--- config.mk ---
export PLATFORM = sky130hd
export DESIGN_NAME = tcx_tag_lookup
export DESIGN_NICKNAME = d
export VERILOG_FILES = /design/src/rtl/tcx_pkg.sv /design/src/rtl/tcx_ctx_cmp.sv /design/src/rtl/tcx_way_select.sv /design/src/rtl/tcx_tag_store.sv /design/src/rtl/tcx_tag_lookup.sv
export SDC_FILE = /design/constraint.sdc
export NUM_CORES = 2
export LEC_CHECK = 0
export BUFFER_PORTS_ARGS = -buffer_cell sky130_fd_sc_hd__buf_4
export CAP_MARGIN = 20
export CORE_UTILIZATION = 58
export CTS_CLUSTER_SIZE = 28
export DETAILED_ROUTE_END_ITERATION = 6
export PLACE_DENSITY = 0.78
export SLEW_MARGIN = 40
export SYNTH_ARGS = -nofsm -noshare
export SYNTH_HDL_FRONTEND = slang
export SYNTH_HIERARCHICAL = 1
export SYNTH_SLANG_ARGS = --single-unit
--- constraint.sdc ---
create_clock -name clk -period 5.3 [get_ports clk]
set_input_delay 1.325 -clock clk [delete_from_list [all_inputs] [get_ports clk]]
set_output_delay 1.325 -clock clk [all_outputs]
set_load 0.05 [all_outputs]
--- src/rtl/tcx_pkg.sv ---
package tcx_pkg;

    typedef enum logic {
        POL_SHARED   = 1'b0,
        POL_ADAPTIVE = 1'b1
    } policy_e;

    // Qualification carried with each request into the way selector.
    typedef struct packed {
        logic isolate;   // threads must not see each other's lines
        logic tid;       // requesting thread
    } qual_t;

    // Index of the lowest set bit, 0 when none is set.
    function automatic int unsigned first_one(input logic [63:0] vec);
        int unsigned pos;
        pos = 0;
        for (int i = 63; i >= 0; i--) begin
            if (vec[i]) pos = unsigned'(i);
        end
        return pos;
    endfunction

endpackage

--- src/rtl/tcx_ctx_cmp.sv ---
module tcx_ctx_cmp #(
    parameter int PTB_W   = 20,
    parameter int PMODE_W = 2
) (
    input  logic [PTB_W-1:0]   ptb_a,
    input  logic [PTB_W-1:0]   ptb_b,
    input  logic [PMODE_W-1:0] pmode_a,
    input  logic [PMODE_W-1:0] pmode_b,
    output logic               same
);
    assign same = (ptb_a == ptb_b) && (pmode_a == pmode_b);
endmodule

--- src/rtl/tcx_way_select.sv ---
module tcx_way_select
    import tcx_pkg::*;
#(
    parameter int WAYS  = 4,
    parameter int TAG_W = 8,
    parameter int SPLIT = 0
) (
    input  logic                            req_valid,
    input  qual_t                           qual,
    input  logic [TAG_W-1:0]                req_tag,
    input  logic [WAYS-1:0]                 row_valid,
    input  logic [WAYS-1:0]                 row_owner,
    input  logic [WAYS-1:0][TAG_W-1:0]      row_tag,
    input  logic [$clog2(WAYS)-1:0]         row_rr,
    output logic                            hit,
    output logic [$clog2(WAYS)-1:0]         hit_way,
    output logic [$clog2(WAYS)-1:0]         victim
);
    localparam int WAY_W = $clog2(WAYS);
    localparam int HALF  = WAYS / 2;

    logic [WAYS-1:0] allow;
    logic [WAYS-1:0] match;
    logic [WAYS-1:0] free;

    for (genvar w = 0; w < WAYS; w++) begin : g_way
        localparam logic UPPER = (w >= HALF);
        assign allow[w] = !((SPLIT != 0) && qual.isolate) || (UPPER == qual.tid);
        assign match[w] = row_valid[w] && (row_tag[w] == req_tag)
                        && (!qual.isolate || (row_owner[w] == qual.tid))
                        && allow[w];
        assign free[w]  = allow[w] && !row_valid[w];
    end

    always_comb begin
        hit     = req_valid && (|match);
        hit_way = (|match) ? WAY_W'(first_one(64'(match))) : '0;
        if (|free) begin
            victim = WAY_W'(first_one(64'(free)));
        end else if ((SPLIT != 0) && qual.isolate) begin
            victim = WAY_W'(qual.tid ? HALF : 0) + WAY_W'(int'(row_rr) % HALF);
        end else begin
            victim = row_rr;
        end
    end
endmodule

--- src/rtl/tcx_tag_store.sv ---
module tcx_tag_store #(
    parameter int SETS  = 16,
    parameter int WAYS  = 4,
    parameter int TAG_W = 8,
    parameter int NRD   = 2
) (
    input  logic                                          clk,
    input  logic                                          rst,
    input  logic                                          flush,
    input  logic                                          wr_en,
    input  logic [$clog2(SETS)-1:0]                       wr_idx,
    input  logic [$clog2(WAYS)-1:0]                       wr_way,
    input  logic [TAG_W-1:0]                              wr_tag,
    input  logic                                          wr_owner,
    input  logic [NRD-1:0][$clog2(SETS)-1:0]              rd_idx,
    output logic [NRD-1:0][WAYS-1:0]                      rd_valid,
    output logic [NRD-1:0][WAYS-1:0]                      rd_owner,
    output logic [NRD-1:0][WAYS-1:0][TAG_W-1:0]           rd_tag,
    output logic [NRD-1:0][$clog2(WAYS)-1:0]              rd_rr
);
    localparam int WAY_W = $clog2(WAYS);

    logic [SETS-1:0][WAYS-1:0]             vld_q;
    logic [SETS-1:0][WAYS-1:0]             own_q;
    logic [SETS-1:0][WAYS-1:0][TAG_W-1:0]  tag_q;
    logic [SETS-1:0][WAY_W-1:0]            rr_q;

    always_ff @(posedge clk) begin
        if (rst) begin
            vld_q <= '0;
            own_q <= '0;
            tag_q <= '0;
            rr_q  <= '0;
        end else if (flush) begin
            vld_q <= '0;
        end else if (wr_en) begin
            vld_q[wr_idx][wr_way] <= 1'b1;
            own_q[wr_idx][wr_way] <= wr_owner;
            tag_q[wr_idx][wr_way] <= wr_tag;
            rr_q[wr_idx]          <= wr_way + WAY_W'(1);
        end
    end

    for (genvar p = 0; p < NRD; p++) begin : g_rd
        assign rd_valid[p] = vld_q[rd_idx[p]];
        assign rd_owner[p] = own_q[rd_idx[p]];
        assign rd_tag[p]   = tag_q[rd_idx[p]];
        assign rd_rr[p]    = rr_q[rd_idx[p]];
    end
endmodule

--- src/rtl/tcx_tag_lookup.sv ---
module tcx_tag_lookup
    import tcx_pkg::*;
#(
    parameter int SETS    = 16,
    parameter int WAYS    = 4,
    parameter int TAG_W   = 8,
    parameter int PTB_W   = 20,
    parameter int PMODE_W = 2,
    parameter int SPLIT   = 0
) (
    input  logic                                 clk,
    input  logic                                 rst,
    input  logic                                 flush,
    input  logic                                 cfg_adaptive,
    input  logic [PTB_W-1:0]                     ptb_t0,
    input  logic [PTB_W-1:0]                     ptb_t1,
    input  logic [PMODE_W-1:0]                   pmode_t0,
    input  logic [PMODE_W-1:0]                   pmode_t1,
    input  logic                                 lk_valid,
    input  logic                                 lk_tid,
    input  logic [TAG_W+$clog2(SETS)-1:0]        lk_addr,
    input  logic                                 fill_en,
    input  logic                                 fill_tid,
    input  logic [TAG_W+$clog2(SETS)-1:0]        fill_addr,
    output logic                                 lk_hit,
    output logic [$clog2(WAYS)-1:0]              lk_hit_way,
    output logic [$clog2(WAYS)-1:0]              lk_victim,
    output logic                                 ctx_share
);
    localparam int IDX_W   = $clog2(SETS);
    localparam int WAY_W   = $clog2(WAYS);
    localparam int LINE_W  = TAG_W + IDX_W;
    localparam int NRD     = 2;
    localparam int P_LK    = 0;
    localparam int P_FILL  = 1;

    logic                                 isolate;
    logic [NRD-1:0]                       req_valid;
    logic [NRD-1:0]                       req_tid;
    logic [NRD-1:0][LINE_W-1:0]           req_addr;
    logic [NRD-1:0][IDX_W-1:0]            rd_idx;
    logic [NRD-1:0][WAYS-1:0]             rd_valid;
    logic [NRD-1:0][WAYS-1:0]             rd_owner;
    logic [NRD-1:0][WAYS-1:0][TAG_W-1:0]  rd_tag;
    logic [NRD-1:0][WAY_W-1:0]            rd_rr;
    qual_t [NRD-1:0]                      rd_qual;
    logic [NRD-1:0]                       sel_hit;
    logic [NRD-1:0][WAY_W-1:0]            sel_way;
    logic [NRD-1:0][WAY_W-1:0]            sel_vic;
    logic [WAY_W-1:0]                     wr_way;

    tcx_ctx_cmp #(.PTB_W(PTB_W), .PMODE_W(PMODE_W)) u_ctx (
        .ptb_a   (ptb_t0),
        .ptb_b   (ptb_t1),
        .pmode_a (pmode_t0),
        .pmode_b (pmode_t1),
        .same    (ctx_share)
    );

    assign isolate = (policy_e'(cfg_adaptive) == POL_ADAPTIVE) && !ctx_share;

    assign req_valid[P_LK]   = lk_valid;
    assign req_tid[P_LK]     = lk_tid;
    assign req_addr[P_LK]    = lk_addr;
    assign req_valid[P_FILL] = fill_en;
    assign req_tid[P_FILL]   = fill_tid;
    assign req_addr[P_FILL]  = fill_addr;

    for (genvar p = 0; p < NRD; p++) begin : g_port
        assign rd_idx[p]          = req_addr[p][IDX_W-1:0];
        assign rd_qual[p].isolate = isolate;
        assign rd_qual[p].tid     = req_tid[p];

        tcx_way_select #(.WAYS(WAYS), .TAG_W(TAG_W), .SPLIT(SPLIT)) u_sel (
            .req_valid (req_valid[p]),
            .qual      (rd_qual[p]),
            .req_tag   (req_addr[p][LINE_W-1:IDX_W]),
            .row_valid (rd_valid[p]),
            .row_owner (rd_owner[p]),
            .row_tag   (rd_tag[p]),
            .row_rr    (rd_rr[p]),
            .hit       (sel_hit[p]),
            .hit_way   (sel_way[p]),
            .victim    (sel_vic[p])
        );
    end

    // A fill that already hits rewrites its own line, so no duplicate forms.
    assign wr_way = sel_hit[P_FILL] ? sel_way[P_FILL] : sel_vic[P_FILL];

    tcx_tag_store #(.SETS(SETS), .WAYS(WAYS), .TAG_W(TAG_W), .NRD(NRD)) u_store (
        .clk      (clk),
        .rst      (rst),
        .flush    (flush),
        .wr_en    (fill_en),
        .wr_idx   (rd_idx[P_FILL]),
        .wr_way   (wr_way),
        .wr_tag   (fill_addr[LINE_W-1:IDX_W]),
        .wr_owner (fill_tid),
        .rd_idx   (rd_idx),
        .rd_valid (rd_valid),
        .rd_owner (rd_owner),
        .rd_tag   (rd_tag),
        .rd_rr    (rd_rr)
    );

    assign lk_hit     = sel_hit[P_LK];
    assign lk_hit_way = sel_way[P_LK];
    assign lk_victim  = sel_vic[P_LK];
endmodule

==> flow_results.org <==
** Die
- Die height :: 265 um
- Width of the chip :: 265 um
- Die Footprint :: 70200 um^2
- 82 I/O pins were placed.
- Site row count :: 96
- Starting density of the core :: 58.6%
- In this run the standard cell core region covers 68500 um^2.

** Pwr
- The completed layout was analyzed and its total power is 0.0118 W.
- The internal power of the cells totals 0.00868 W.
- Reported net switching power :: 0.00316 W
- The analysis attributes to cell leakage a power of 14.2 nW.
- The worst-case IR drop observed on VDD is 0.000243 V.
- Cell Pwr Density :: 260 nW/um^2
- Per report_power, the combinational group accounts for 10.6% of the total.
- Per report_power, the clock group accounts for 46.5% of the total.
- Sequential cells account for 42.8% of the total power.
- Switching power share of the total :: 26.7%

** Worst hold path
- Along the worst hold path, the cell count comes to 2.
- The worst hold path begins at u_store/tag_q[88].
- The path with the worst hold slack has its endpoint at u_store/tag_q[88].
- Classification of the worst-slack hold path :: reg2reg

** GRT
- The number of global-route vias before repair was 37700.
- Entering global routing, the biggest net connects 191 pins.
- The first global-routing pass estimated 223000 um of wire.
- Total global-route track usage :: 40.7%
- The number of antenna violations at the first check in global routing is 2.
- After global routing the overflow that remains totals 0.

** Worst setup path
- CP max FO :: 9
- Required @ worst endpoint :: 3.97 ns
- Master of the slowest instance on the critical path :: sky130_fd_sc_hd__mux4_2
- In this design, the stage delay of the slowest critical-path cell is 0.50 ns.
- Worst reg-to-reg setup slack :: 1.14 ns
- By startpoint and endpoint, the worst setup path is classified as in2out.
- STA classifies the critical path startpoint as a primary input.
- Among the stages of the critical path, the cell type that occurs most often is sky130_fd_sc_hd__buf_4.
- Crit path max-delay family :: buffers and inverters
- Cell depth of the worst flop-to-flop path :: 15
- In this run the critical register-to-register path is launched from u_store/tag_q[382].
- CP Buf/Inv Count :: 6
- Walking the worst path, the cells encountered are buf_16 > buf_16 > buf_4 > mux4_2 > a22oi_1 > buf_4 > nand2_1 > xnor2_1 > o211ai_1 > nor3_2 > buf_4 > nor2b_4 > nor3_2 > buf_6.
- STA classifies the critical path endpoint as a primary output.
- Reg-to-Reg End :: u_store/tag_q[264]
- Critical path arrival :: 4.00 ns

** Timing
- Hold Worst Slack :: 0.477 ns
- Clock skew on the completed layout was measured at 0.0479 ns.
- In this run the tightest slew margin relative to its limit is 35.5%.
- Final worst-path setup slack :: -0.0233 ns
- Final hold violation count :: 0
- Total count of max-transition violations in the final report :: 0
- Setup violations remaining at the end of the flow were counted as 3.
- Slew @ Worst Pin :: 0.967 ns
- Fmax :: 188 MHz
- Share of the clock period used by the worst path :: 100%
- Minimum period implied by the final worst setup slack :: 5.32 ns

** Placed design
- Detailed placement finished with a half-perimeter wire length of 86300 um.
- Routability-driven placement finished with a final weighted congestion of 0.998.
- In this run the cell area measured after placement is 42700 um^2.
- Worst slack at placement :: -0.187 ns
- Number of input and output port buffers inserted :: 81
- Placed Cells :: 4728

** Cells and area
- Area of combinational cells with multiple inputs :: 23800 um^2
- Register cell area after layout :: 13500 um^2
- After the flow finishes, the layout carries non-filler instances totaling 4875.
- Fraction of final layout cells with drive strength greater than 1 :: 27.9%
- Compared with the post-synthesis result, the final layout area differs by 13.7%.
- Final std cell area, no fill :: 45600 um^2
- Number of nets in the layout :: 4013
- After filler insertion, the fill cell instance count of the layout stands at 5000.

** Synth
- Count of flip-flops with a built-in enable after synthesis :: 0
- Commonest cells post-synth :: 674 x sky130_fd_sc_hd__a21oi_1, 672 x sky130_fd_sc_hd__dfxtp_1, 584 x sky130_fd_sc_hd__nand4_1, 460 x sky130_fd_sc_hd__o31ai_1, 355 x sky130_fd_sc_hd__clkbuf_1
- Counting flops with an async set or reset pin after synthesis yields a share of 0%.
- During synthesis, Yosys emitted a total of 6 warnings.
- Total nets after synthesis :: 4162
- The mapped netlist covers 40100 um^2.
- Of the synthesized area, sequential elements account for 33.5%.
- Synth cell types :: 50
- After synthesis, the cell types taking the most area are sky130_fd_sc_hd__dfxtp_1 34%, sky130_fd_sc_hd__mux4_2 19%, sky130_fd_sc_hd__nand4_1 9.1%.
- Share of the synthesized area in the top cell type :: 33.5%
- Cells after synthesis :: 4082
- #FFs+latches synth :: 672
- sky130_fd_sc_hd__a21oi_1 is the most common cell in the netlist.
- Of all cell types, the one taking the most synthesized area is sky130_fd_sc_hd__dfxtp_1.
- Average cell area after synthesis :: 9.83 um^2
- Primary flip-flop cell chosen by synthesis mapping :: sky130_fd_sc_hd__dfxtp_1

** Route
- Antenna viol nets, final :: 0
- After detailed routing, the average wire length per cell comes to 30.5 um.
- In the detailed route, the total length drawn on met2 is 64200 um.
- Number of detailed-route iterations in the first pass :: 7
- After detailed routing, the number of remaining DRC violations is 5.
- The detailed router placed 39700 vias in this run.
- Wire length on met3 :: 23600 um
- Dividing the detail-routed via count by the number of cells gives 8.15.
- For this block, the routed nets add up to 149000 um of wire.
- Met1 WL :: 51000 um
- The highest metal layer carrying signal wires in the routed design is met4.
- Number of design-rule violations left by the first detailed-router iteration :: 8923

** Clock network
- Worst-case clock buffer depth :: 3
- The cell sitting at the root of the clock tree is a sky130_fd_sc_hd__clkbuf_16.
- The later pin in the worst-skew pair is clocked with a latency of 0.67 ns.
- Counting every sink on the clock net gives 672.
- TritonCTS buffer count :: 73
- Clock-pin slew was measured on the worst setup and hold paths at 0.06 ns.
- H-tree lvl count :: 3
- TritonCTS built the clock tree.

** Flow run
- The tool flagged a number of max-cap violations equal to 0.

** Run status
- The flow ran to the end, but the final reports show violations.
- Violated checks :: DRC, setup timing
[through the flow]
step	setup TNS [ns]	utilization, %
2_1_floorplan	0	-
3_3_place_gp	-3.95	62.1
3_5_place_dp	-41.39	62.3
4_1_cts	0	66.1
5_1_grt	-0.0258	66.6
6_report	-0.0569	66.6
[power groups by stage]
stage	Combinational, W	Clock (W)	Sequential [W]
after floorplan	0.000717	0	0.00518
after global placement	0.00116	0	0.00518
after detailed placement	0.00117	0	0.00518
after CTS	0.00117	0.00549	0.00507
after global routing	0.00127	0.00572	0.00507
final	0.00126	0.00551	0.00507
[metal layers]
layer  GRT usage [%]  up-vias
met1            52.5    19100
met2            58.9     3814
met5           0.139        -
met3            13.2      829
li1                -    16000
met4            25.6        0
[worst register-to-register path, stage by stage, from the launching register on]
cell                       delay, ns
sky130_fd_sc_hd__dfxtp_1        0.33
sky130_fd_sc_hd__mux4_2         0.47
sky130_fd_sc_hd__a22oi_1        0.36
sky130_fd_sc_hd__nand2_1        0.11
sky130_fd_sc_hd__xnor2_1        0.18
sky130_fd_sc_hd__nand3_1        0.35
sky130_fd_sc_hd__nor3_2         0.41
sky130_fd_sc_hd__nor2b_4        0.08
sky130_fd_sc_hd__a21boi_2       0.21
sky130_fd_sc_hd__mux2_2         0.37
sky130_fd_sc_hd__inv_1          0.14
sky130_fd_sc_hd__ha_4           0.18
sky130_fd_sc_hd__buf_4          0.24
sky130_fd_sc_hd__buf_12         0.25
sky130_fd_sc_hd__nand4_1        0.16
sky130_fd_sc_hd__a21oi_1        0.23
[state kept, by name, indices dropped and copies added (netlist names)]
signal         count
u_store/tag_q    512
u_store/own_q     64
u_store/vld_q     64
u_store/rr_q      32
[worst max path at each step]
stage                     slack (ns)  cells past startpoint                 to         start
after floorplan                0.002                     21  u_store/tag_q[16]   pmode_t1[0]
after global placement          -0.1                     16  u_store/vld_q[46]  fill_addr[0]
after detailed placement       -0.19                     16  u_store/vld_q[30]  fill_addr[0]
after CTS                       0.02                     13             lk_hit    lk_addr[0]
after global routing           -0.02                     13      lk_hit_way[1]     ptb_t1[2]
final                          -0.02                     14      lk_hit_way[1]    lk_addr[0]
[cells by family after synthesis]
logic type	Yosys count	synth area share, %
AO/OA/AOI/OAI	1466	24.7
XOR/XNOR	94	2.05
adder cells (fa/ha/maj)	4	0.125
buffers and inverters	681	8.07
flip-flops	672	33.5
multiplexers	338	18.9
AND/OR/NAND/NOR	827	12.6
[placed cells by master, fill, tap and decap left out, types with 9 or more instances in the layout]
master and n:
sky130_fd_sc_hd__a311oi_1 16, sky130_fd_sc_hd__buf_12 85, sky130_fd_sc_hd__dfxtp_1 672, sky130_fd_sc_hd__a22oi_2 19
sky130_fd_sc_hd__mux4_2 336, sky130_fd_sc_hd__o21ai_0 18, sky130_fd_sc_hd__clkbuf_8 21, sky130_fd_sc_hd__nand4_1 584
sky130_fd_sc_hd__clkinv_2 9, sky130_fd_sc_hd__o31ai_1 460, sky130_fd_sc_hd__nor2_1 67, sky130_fd_sc_hd__a21oi_1 673
sky130_fd_sc_hd__clkbuf_1 15, sky130_fd_sc_hd__a22oi_1 149, sky130_fd_sc_hd__o31ai_2 115, sky130_fd_sc_hd__nand3_1 23
sky130_fd_sc_hd__clkbuf_16 76, sky130_fd_sc_hd__buf_4 342, sky130_fd_sc_hd__nand2_1 83, sky130_fd_sc_hd__xnor2_1 57
sky130_fd_sc_hd__xor2_1 36
[what timing repair did]
action | in CTS | in global routing
gates resized for setup | 1 | 40
pin swaps | 0 | 13
gates cloned | 0 | 1
buffers inserted | 0 | 9
hold buffers | 0 | 0
setup endpoints to repair | 2 | 5
[layout make-up]
type                            count  area share, %
Tap cell                          882           2.42
Antenna cell                        1        0.00549
Clock inverter                     24          0.766
Inverter                           12          0.121
Clock buffer                      110           4.84
Sequential cell                   672           29.5
Multi-Input combinational cell   2729           52.2
Timing Repair Buffer              445           10.2
Power figures use the tool's default switching activity.
